## config.mk

```make
export PLATFORM = sky130hd
export DESIGN_NAME = seqrep_recognizer
export DESIGN_NICKNAME = d
export VERILOG_FILES = /design/src/rtl/seqrep_pkg.sv /design/src/rtl/seqrep_cfg_capture.sv /design/src/rtl/seqrep_event_decode.sv /design/src/rtl/seqrep_engine.sv /design/src/rtl/seqrep_recognizer.sv
export SDC_FILE = /design/constraint.sdc
export NUM_CORES = 1
export LEC_CHECK = 0
export BUFFER_PORTS_ARGS = -buffer_cell sky130_fd_sc_hd__buf_2
export CAP_MARGIN = 25
export CORE_ASPECT_RATIO = 1.1
export CORE_MARGIN = 3
export CORE_UTILIZATION = 25
export DETAILED_ROUTE_END_ITERATION = 16
export PLACE_DENSITY = 0.46
export SYNTH_ARGS = -nofsm -noshare
export SYNTH_HDL_FRONTEND = slang
export SYNTH_HIERARCHICAL = 1
export SYNTH_SLANG_ARGS = --single-unit
```

## constraint.sdc

```tcl
create_clock -name clk -period 3.4 [get_ports clk]
set_input_delay 0.17 -clock clk [delete_from_list [all_inputs] [get_ports clk]]
set_output_delay 0.17 -clock clk [all_outputs]
set_load 0.01 [all_outputs]
```

## src/rtl/seqrep_pkg.sv

```systemverilog
package seqrep_pkg;

    typedef enum logic [1:0] {
        MODE_CONSEC  = 2'd0,
        MODE_SCATTER = 2'd1,
        MODE_LAND    = 2'd2,
        MODE_LAND_B  = 2'd3
    } rep_mode_e;

    typedef struct packed {
        logic start;
        logic tgt;
        logic excl;
    } evt_t;

endpackage

```

## src/rtl/seqrep_cfg_capture.sv

```systemverilog
module seqrep_cfg_capture
    import seqrep_pkg::*;
#(
    parameter int STATE_W = 3,
    parameter int CNT_W   = 8
) (
    input  logic               clk,
    input  logic               rst_n,
    input  logic [1:0]         mode_i,
    input  logic [STATE_W-1:0] start_i,
    input  logic [STATE_W-1:0] tgt_i,
    input  logic [STATE_W-1:0] excl_i,
    input  logic               excl_en_i,
    input  logic               qual_en_i,
    input  logic [CNT_W-1:0]   lo_i,
    input  logic [CNT_W-1:0]   hi_i,
    input  logic               hi_inf_i,
    output rep_mode_e          mode_o,
    output logic [STATE_W-1:0] start_o,
    output logic [STATE_W-1:0] tgt_o,
    output logic [STATE_W-1:0] excl_o,
    output logic               excl_en_o,
    output logic               qual_en_o,
    output logic [CNT_W-1:0]   lo_o,
    output logic [CNT_W-1:0]   hi_o,
    output logic               hi_inf_o
);

    typedef struct packed {
        rep_mode_e          mode;
        logic [STATE_W-1:0] start;
        logic [STATE_W-1:0] tgt;
        logic [STATE_W-1:0] excl;
        logic               excl_en;
        logic               qual_en;
        logic [CNT_W-1:0]   lo;
        logic [CNT_W-1:0]   hi;
        logic               hi_inf;
    } cfg_t;

    cfg_t cfg_d, cfg_q;

    // Load only while reset is held; frozen afterwards.
    always_comb begin
        cfg_d = cfg_q;
        if (!rst_n) begin
            cfg_d.mode    = rep_mode_e'(mode_i);
            cfg_d.start   = start_i;
            cfg_d.tgt     = tgt_i;
            cfg_d.excl    = excl_i;
            cfg_d.excl_en = excl_en_i;
            cfg_d.qual_en = qual_en_i;
            cfg_d.lo      = lo_i;
            cfg_d.hi      = hi_i;
            cfg_d.hi_inf  = hi_inf_i;
        end
    end

    always_ff @(posedge clk) begin
        cfg_q <= cfg_d;
    end

    assign mode_o    = cfg_q.mode;
    assign start_o   = cfg_q.start;
    assign tgt_o     = cfg_q.tgt;
    assign excl_o    = cfg_q.excl;
    assign excl_en_o = cfg_q.excl_en;
    assign qual_en_o = cfg_q.qual_en;
    assign lo_o      = cfg_q.lo;
    assign hi_o      = cfg_q.hi;
    assign hi_inf_o  = cfg_q.hi_inf;

endmodule

```

## src/rtl/seqrep_event_decode.sv

```systemverilog
module seqrep_event_decode
    import seqrep_pkg::*;
#(
    parameter int STATE_W = 3
) (
    input  logic [STATE_W-1:0] state_i,
    input  logic               qual_i,
    input  logic [STATE_W-1:0] start_i,
    input  logic [STATE_W-1:0] tgt_i,
    input  logic [STATE_W-1:0] excl_i,
    input  logic               excl_en_i,
    input  logic               qual_en_i,
    output evt_t               evt_o
);

    always_comb begin
        evt_o.start = (state_i == start_i) && (!qual_en_i || qual_i);
        evt_o.tgt   = (state_i == tgt_i);
        evt_o.excl  = excl_en_i && (state_i == excl_i);
    end

endmodule

```

## src/rtl/seqrep_engine.sv

```systemverilog
module seqrep_engine
    import seqrep_pkg::*;
#(
    parameter int CNT_W = 8
) (
    input  logic             clk,
    input  logic             rst_n,
    input  logic             clr,
    input  evt_t             evt,
    input  rep_mode_e        mode,
    input  logic [CNT_W-1:0] lo,
    input  logic [CNT_W-1:0] hi,
    input  logic             hi_inf,
    output logic             hold_o,
    output logic             pulse_o
);

    localparam logic [CNT_W-1:0] CNT_SAT = '1;
    localparam logic [CNT_W-1:0] CNT_ONE = CNT_W'(1);

    typedef struct packed {
        logic             active;
        logic [CNT_W-1:0] cnt;
        logic             hold;
        logic             pulse;
    } eng_t;

    eng_t             st_d, st_q;
    logic [CNT_W-1:0] need;
    logic [CNT_W-1:0] cnt_inc;

    always_comb begin
        need    = (mode != MODE_CONSEC && lo == '0) ? CNT_ONE : lo;
        cnt_inc = (st_q.cnt == CNT_SAT) ? st_q.cnt : st_q.cnt + CNT_ONE;

        st_d       = st_q;
        st_d.hold  = 1'b0;
        st_d.pulse = 1'b0;

        if (st_q.active) begin
            if (evt.excl) begin
                st_d.active = 1'b0;
                st_d.cnt    = '0;
            end else begin
                case (mode)
                    MODE_CONSEC: begin
                        if (evt.tgt) begin
                            if (!hi_inf && cnt_inc > hi) begin
                                st_d.active = 1'b0;
                                st_d.cnt    = '0;
                            end else begin
                                st_d.cnt = cnt_inc;
                            end
                        end else begin
                            st_d.active = 1'b0;
                            st_d.cnt    = '0;
                            if (st_q.cnt >= lo) begin
                                st_d.hold  = 1'b1;
                                st_d.pulse = 1'b1;
                            end
                        end
                    end
                    MODE_SCATTER: begin
                        if (evt.tgt) begin
                            if (st_q.cnt == need) begin
                                st_d.active = 1'b0;
                                st_d.cnt    = '0;
                            end else begin
                                st_d.cnt = cnt_inc;
                                if (cnt_inc == need) begin
                                    st_d.hold  = 1'b1;
                                    st_d.pulse = 1'b1;
                                end
                            end
                        end else if (st_q.cnt == need) begin
                            st_d.hold = 1'b1;
                        end
                    end
                    default: begin
                        if (evt.tgt) begin
                            st_d.cnt = cnt_inc;
                            if (cnt_inc == need) begin
                                st_d.hold   = 1'b1;
                                st_d.pulse  = 1'b1;
                                st_d.active = 1'b0;
                                st_d.cnt    = '0;
                            end
                        end
                    end
                endcase
            end
        end

        if (evt.start) begin
            st_d.active = 1'b1;
            st_d.cnt    = '0;
        end

        if (clr) begin
            st_d = '0;
        end
    end

    always_ff @(posedge clk or negedge rst_n) begin
        if (!rst_n) begin
            st_q <= '0;
        end else begin
            st_q <= st_d;
        end
    end

    assign hold_o  = st_q.hold;
    assign pulse_o = st_q.pulse;

endmodule

```

## src/rtl/seqrep_recognizer.sv

```systemverilog
module seqrep_recognizer
    import seqrep_pkg::*;
#(
    parameter int STATE_W = 3,
    parameter int CNT_W   = 8
) (
    input  logic               clk,
    input  logic               rst_n,
    input  logic               clr,
    input  logic [STATE_W-1:0] state_in,
    input  logic               qual_in,
    input  logic [1:0]         cfg_mode,
    input  logic [STATE_W-1:0] cfg_start,
    input  logic [STATE_W-1:0] cfg_target,
    input  logic [STATE_W-1:0] cfg_excl,
    input  logic               cfg_excl_en,
    input  logic               cfg_qual_en,
    input  logic [CNT_W-1:0]   cfg_lo,
    input  logic [CNT_W-1:0]   cfg_hi,
    input  logic               cfg_hi_inf,
    output logic               match_hold,
    output logic               match_end
);

    rep_mode_e          mode_q;
    logic [STATE_W-1:0] start_q, tgt_q, excl_q;
    logic               excl_en_q, qual_en_q, hi_inf_q;
    logic [CNT_W-1:0]   lo_q, hi_q;
    evt_t               evt;

    seqrep_cfg_capture #(.STATE_W(STATE_W), .CNT_W(CNT_W)) i_cfg (
        .clk       (clk),
        .rst_n     (rst_n),
        .mode_i    (cfg_mode),
        .start_i   (cfg_start),
        .tgt_i     (cfg_target),
        .excl_i    (cfg_excl),
        .excl_en_i (cfg_excl_en),
        .qual_en_i (cfg_qual_en),
        .lo_i      (cfg_lo),
        .hi_i      (cfg_hi),
        .hi_inf_i  (cfg_hi_inf),
        .mode_o    (mode_q),
        .start_o   (start_q),
        .tgt_o     (tgt_q),
        .excl_o    (excl_q),
        .excl_en_o (excl_en_q),
        .qual_en_o (qual_en_q),
        .lo_o      (lo_q),
        .hi_o      (hi_q),
        .hi_inf_o  (hi_inf_q)
    );

    seqrep_event_decode #(.STATE_W(STATE_W)) i_dec (
        .state_i   (state_in),
        .qual_i    (qual_in),
        .start_i   (start_q),
        .tgt_i     (tgt_q),
        .excl_i    (excl_q),
        .excl_en_i (excl_en_q),
        .qual_en_i (qual_en_q),
        .evt_o     (evt)
    );

    seqrep_engine #(.CNT_W(CNT_W)) i_eng (
        .clk     (clk),
        .rst_n   (rst_n),
        .clr     (clr),
        .evt     (evt),
        .mode    (mode_q),
        .lo      (lo_q),
        .hi      (hi_q),
        .hi_inf  (hi_inf_q),
        .hold_o  (match_hold),
        .pulse_o (match_end)
    );

endmodule

```

==> Word-level counts from Yosys, hierarchy flattened <==
Cells that the tools add are included.
{ "word_totals": {"elab_cells": 60, "in_bits": 37, "ff_bits": 41, "output_inout_bits": 2} }
{ "classes": {"add_sub_neg": 1, "reduce_logical": 13, "n_eq_ne": 8, "muxes": 23, "magnitude_cmp": 2} }
{ "ops": {"columns": ["cell", "count"], "rows": [
  ["$mux 11", 4],
  ["$mux 9", 4],
  ["$mux 8", 4],
  ["$pmux 11 s2", 1],
  ["$eq 8x8->1", 2],
  ["$mux 2", 5],
  ["$eq 3x3->1", 3],
  ["$add 8x1->8 const B", 1],
  ["$eq 8x8->1 const B", 1],
  ["$ge 8x8->1", 1],
  ["$gt 8x8->1", 1],
  ["$logic_not 8->1", 1],
  ["$mux 1", 5],
  ["$ne 5x5->1 const B", 1],
  ["$reduce_bool 5->1", 1],
  ["$logic_and 1x1->1", 4],
  ["$reduce_and 3->1", 1],
  ["$reduce_bool 3->1", 1],
  ["$eq 2x1->1 const B", 1],
  ["$logic_not 1->1", 2],
  ["$logic_not 2->1", 1],
  ["$reduce_bool 2->1", 1],
  ["$logic_or 1x1->1", 1]
]} }

==> Longest topological paths before layout <==
{ "logic_depth": {"depth_word": 12, "mapped_depth": 17, "ltp_nobuf": 14} }

==> Modules after synthesis <==
Netlist, hierarchy kept.
{ "modules_own_cells": {"columns": ["module", "area_each_um2", "seq_area_each_um2", "cells_per_inst", "n_inst"], "rows": [
  ["seqrep_engine", 1564.0, 275.3, 204, 1],
  ["seqrep_cfg_capture", 904.6, 900.9, 31, 1],
  ["seqrep_event_decode", 111.4, 0.0, 13, 1]
]} }

==> Worst setup path before layout <==
OpenSTA, ideal clock, no wires.
{ "synth_path": {"path_kind": "register -> register", "startpoint": "register i_eng/st_q[2] in the netlist's numbering", "endpoint": "register i_eng/st_q[3] in the netlist's numbering", "setup_slack_ns": 0.104, "t_arrival_ns": 3.176, "stages_incl_launch_ff": 18, "setup_ns": 0.121, "required_ns": 3.279, "cell_sequence": "dfrtp_1 > ha_1 > buf_2 > and4_1 > buf_2 > nand2_1 > nand2_1 > nand2_1 > ha_1 > nor2b_1 > o21a_1 > o21a_1 > o21bai_1 > a2111oi_0 > nor2_1 > and3_1 > buf_6 > a22o_1"} }
{ "synth_via": {"elab_chain_cells": 11, "word_cells_on_any_way": 18} }
{ "synth_lines": {"columns": ["element", "line", "text"], "rows": [
  ["start, declared", "seqrep_engine.sv:28", "eng_t st_d, st_q;"],
  ["start signal, assigned", "seqrep_engine.sv:108", "st_q <= st_d;"],
  ["$add 8x1->8 / $eq 8x8->1 (equally long branches)", "seqrep_engine.sv:34", "cnt_inc = (st_q.cnt == CNT_SAT) ? st_q.cnt : st_q.cnt + CNT_ONE;"],
  ["$mux 8", "seqrep_engine.sv:34", null],
  ["$gt 8x8->1", "seqrep_engine.sv:48", "if (!hi_inf && cnt_inc > hi) begin"],
  ["$logic_and 1x1->1", "seqrep_engine.sv:48", null],
  ["$mux 8", "seqrep_engine.sv:48", null],
  ["$mux 9", "seqrep_engine.sv:47", "if (evt.tgt) begin"],
  ["$pmux 11 s2 (*)", "seqrep_engine.sv:45", "case (mode)"],
  ["$mux 9 (*)", "seqrep_engine.sv:41", "if (evt.excl) begin"],
  ["$mux 11 (*)", "seqrep_engine.sv:40", "if (st_q.active) begin"],
  ["$mux 9 (*)", "seqrep_engine.sv:94", "if (evt.start) begin"],
  ["$mux 11 (*)", "seqrep_engine.sv:99", "if (clr) begin"]
]} }
Every way passes the cells marked *; elsewhere a longest branch is shown, timed or not. The select of a mux whose other input is x is not followed.
A chain may end at the register's enable or synchronous reset.

==> Worst setup path in the final report <==
{ "layout_path": {"startpoint": "register i_eng/st_q[2] in the netlist's numbering", "endpoint": "register i_eng/st_q[9] in the netlist's numbering"} }
The elaborated chain is that of the path after synthesis.

==> summary.md <==
| Metric | Value |
|---|---|
| PnR worst setup slack | 0.2383 ns |
| Crit. End Element | register |
| Post-DR wirelength/cell | 14.70 µm |
| Antenna violation net count after detailed routing | 0 |
| RSZ-0062 raised after global routing | no |
| Largest net degree at the start of global routing | 20 |
| Gate Count Post-Synth | 248 |
| Clock Pin Slew Worst Setup and Hold Paths | 0.09 ns |
| Fillers | 1,029 |
| Die height | 112.5 µm |
| Register area | 1177 µm² |
| Max IR drop VDD | 0.1434 mV |
| Power Dens Cells | 361.6 nW/µm² |
| Synthesized area per cell | 10.40 µm² |
| Most common flop cell mapped by yosys | edfxtp_1 |
| Yosys warns | 6 |
| Antenna violations before repair | 0 |
| Top-area cell type share of the netlist area | 34.92% |
| Status | finished, final reports clean |
| Total nets after synthesis | 302 |
| # IOs | 39 |
| Max-slew violation count | 0 |
| DIE AREA | 11,580 µm² |
| Core Area | 9985 µm² |
| TritonCTS buffer count | 5 |
| DP Worst Slack | 0.07408 ns |
| Synth async-reset ratio | 26.83% |
| H-tree depth | 2 |
| Area leader, netlist | edfxtp_1 |
| Sequential fraction of the synthesis area | 45.59% |
| Hold Path Class | in -> reg |
| Slew HR | 41.43% |
| Max Cap Viol | 0 |
| DR pass1 iterations | 4 |
| Vias/cell | 4.775 |
| Die Wd | 102.9 µm |
| Antenna fix cells | 0 |
| Setup Skew | 0.01300 ns |
| Final WL | 6.146 mm |
| Gp weighted congestion | 0.8230 |
| Post-route clock period utilization | 92.99% |
| Multi-input combinational cell area | 1275 µm² |
| # port buffers | 38 |
| Synth Cell Area | 2580 µm² |
| Area grow syn2layout | 20.22% |
| DR iter-0 viols | 77 |
| Worst skew pair latency | 0.29 ns |
| Lkg Pwr | 1.327 nW |
| Vias | 1,996 |
| Post-DP HPWL | 4.856 mm |
| EDFF count, synth | 30 |
| Critical path startpoint category | register |
| Req. time, crit path | 3.59 ns |
| Clock sinks | 41 |
| Total gr overflow | 0 |
| Final #Nets | 351 |
| Ratio of cells with drive above 1 in the final layout | 23.49% |
| CP arrival | 3.35 ns |
| Root Driver | clkbuf_8 |
| Final Setup Violations | 0 |
| Fmax | 316.3 MHz |
| Critical path class | reg -> reg |
| Number of synthesized register bits | 41 |
| All-layer global routing usage | 11.32% |
| Distinct cells, synth | 52 |
| First-pass GRT wire length | 10.14 mm |
| Worst slew pin tran | 0.8719 ns |
| Count leader, synth | edfxtp_1 |
| DRC | 0 |
| CTS tree | done |
| Commonest cells in the netlist | edfxtp_1, inv_1, nor2_1 |
| Fin crit period | 3.162 ns |
| Hold Vio Cnt, Final | 0 |
| Crit path max fanout | 7 |
| Synth top area cells | edfxtp_1, dfrtp_1, ha_1, xnor2_1, xor2_1 |
| Max clock buf depth | 2 |
| Vias in the first global route | 2,061 |
| Setup tns final | 0 ns |
| FP Rows | 38 |
| Starting Density | 25.84% |
final timing paths:
check / endpoint / cells past startpoint / slack (ns) / from
max in group asynchronous: i_eng/st_q[2] / 2 / 2.87 / rst_n
worst max-delay path: i_eng/st_q[9] / 15 / 0.24 / i_eng/st_q[2]
worst min-delay path: i_eng/st_q[10] / 2 / 0.04 / clr
worst max register to register: i_eng/st_q[9] / 15 / 0.24 / i_eng/st_q[2]
worst min register to register: i_eng/st_q[10] / 3 / 0.60 / i_cfg/qual_en_o
min in group asynchronous: i_eng/hold_o / 2 / 0.28 / rst_n
per-stage QoR:
step                      total power, W  instance area (µm²)  hold WS, ns  utilization [%]  std cells
after floorplan                0.0006722                 2580      -0.1256                -        248
after global placement         0.0007240                 2964      0.06550            29.69        409
after detailed placement       0.0007244                 2964      0.06921            29.69        409
after CTS                       0.001146                 3093      0.03337            30.98        418
after global routing            0.001191                 3102      0.02201            31.07        418
final                           0.001122                 3102      0.04292            31.07        418
timing repair:
| action | in CTS | in global routing |
|---|---|---|
| endpoints found under the hold margin | 11 | 0 |
| endpoints found under the setup margin | 0 | 8 |
| hold buffers | 1 | 0 |
| gates resized for setup | 0 | 5 |
| setup buffers | 0 | 0 |
cell usage in the layout, fill, tap and decap left out, types with 2 or more instances in the layout:
| cell type | instances |
|---|---|
| buf_2 | 38 |
| edfxtp_1 | 30 |
| inv_1 | 20 |
| nor2_1 | 19 |
| ha_1 | 16 |
| buf_4 | 14 |
| a21oi_1 | 13 |
| xor2_1 | 11 |
| xnor2_1 | 11 |
| nand2_1 | 10 |
| dfrtp_1 | 10 |
| clkbuf_8 | 6 |
| nor3_1 | 6 |
| o21ai_0 | 6 |
| nand3_1 | 5 |
| nand4_1 | 5 |
| o211ai_1 | 5 |
| a22o_1 | 5 |
| a31oi_1 | 4 |
| nor2b_1 | 4 |
| o21a_1 | 4 |
| a21o_1 | 4 |
| nand2b_1 | 3 |
| nor4_1 | 3 |
| nor3b_1 | 3 |
| and4_1 | 2 |
| and3_1 | 2 |
| and2_1 | 2 |
| nor2_2 | 2 |
| o21bai_1 | 2 |
| a211oi_1 | 2 |
| o31ai_1 | 2 |
| o2bb2ai_1 | 2 |
| a311oi_1 | 2 |
| o2111a_1 | 2 |
| a41oi_1 | 2 |
registers in the layout, indices dropped and copies added, names as in the netlist:
name,cells
i_cfg/mode_o,2
i_cfg/hi_inf_o,1
i_cfg/excl_en_o,1
i_cfg/lo_o,8
i_cfg/tgt_o,3
i_cfg/qual_en_o,1
i_cfg/excl_o,3
i_eng/hold_o,1
i_cfg/hi_o,8
i_eng/st_q,9
i_cfg/start_o,3
i_eng/pulse_o,1
cell type report:
type | instances | area share (%)
multi-input combinational | 176 | 41.11
sequential | 41 | 37.96
timing repair buffer | 53 | 9.843
tap | 120 | 4.841
clock buffer | 6 | 2.662
inverter | 20 | 2.420
clock inverter | 2 | 1.170
power by group:
group	switching, W	internal (W)	total [W]
sequential	0.0000218	0.000572	0.000594
combinational	0.0000638	0.0000544	0.000118
clock	0.000170	0.000239	0.000410
total	0.000256	0.000866	0.00112
worst max-delay path, stage by stage (launching register included):
cell       delay, ns
dfrtp_2         0.43
ha_2            0.25
and4_1          0.28
nand2_1         0.12
nand2_1         0.10
nand2_1         0.07
ha_1            0.28
nor2b_1         0.13
o21a_1          0.12
o21a_1          0.11
o21bai_1        0.06
a2111oi_1       0.37
buf_4           0.19
nor2_1          0.08
and3_2          0.27
a22o_1          0.19
metal layers:
metal	part of all wire [%]	GRT usage [%]
met4	1.3	3.713
met1	43	14.19
met3	3.6	2.051
met5	0	0
met2	52	19.42
kinds of logic (layout without fill, tap and decap cells):
family,after synthesis,count (layout),share of synthesized area (%)
AND/OR/NAND/NOR,73,73,15.18
AO/OA/AOI/OAI,63,63,17.85
flip-flops,41,41,45.59
buffers and inverters,31,81,5.286
XOR/XNOR,22,22,7.468
adder cells (fa/ha/maj),17,17,8.244
multiplexers,1,1,0.3880
Note: power is estimated with default switching activity, not from simulation.
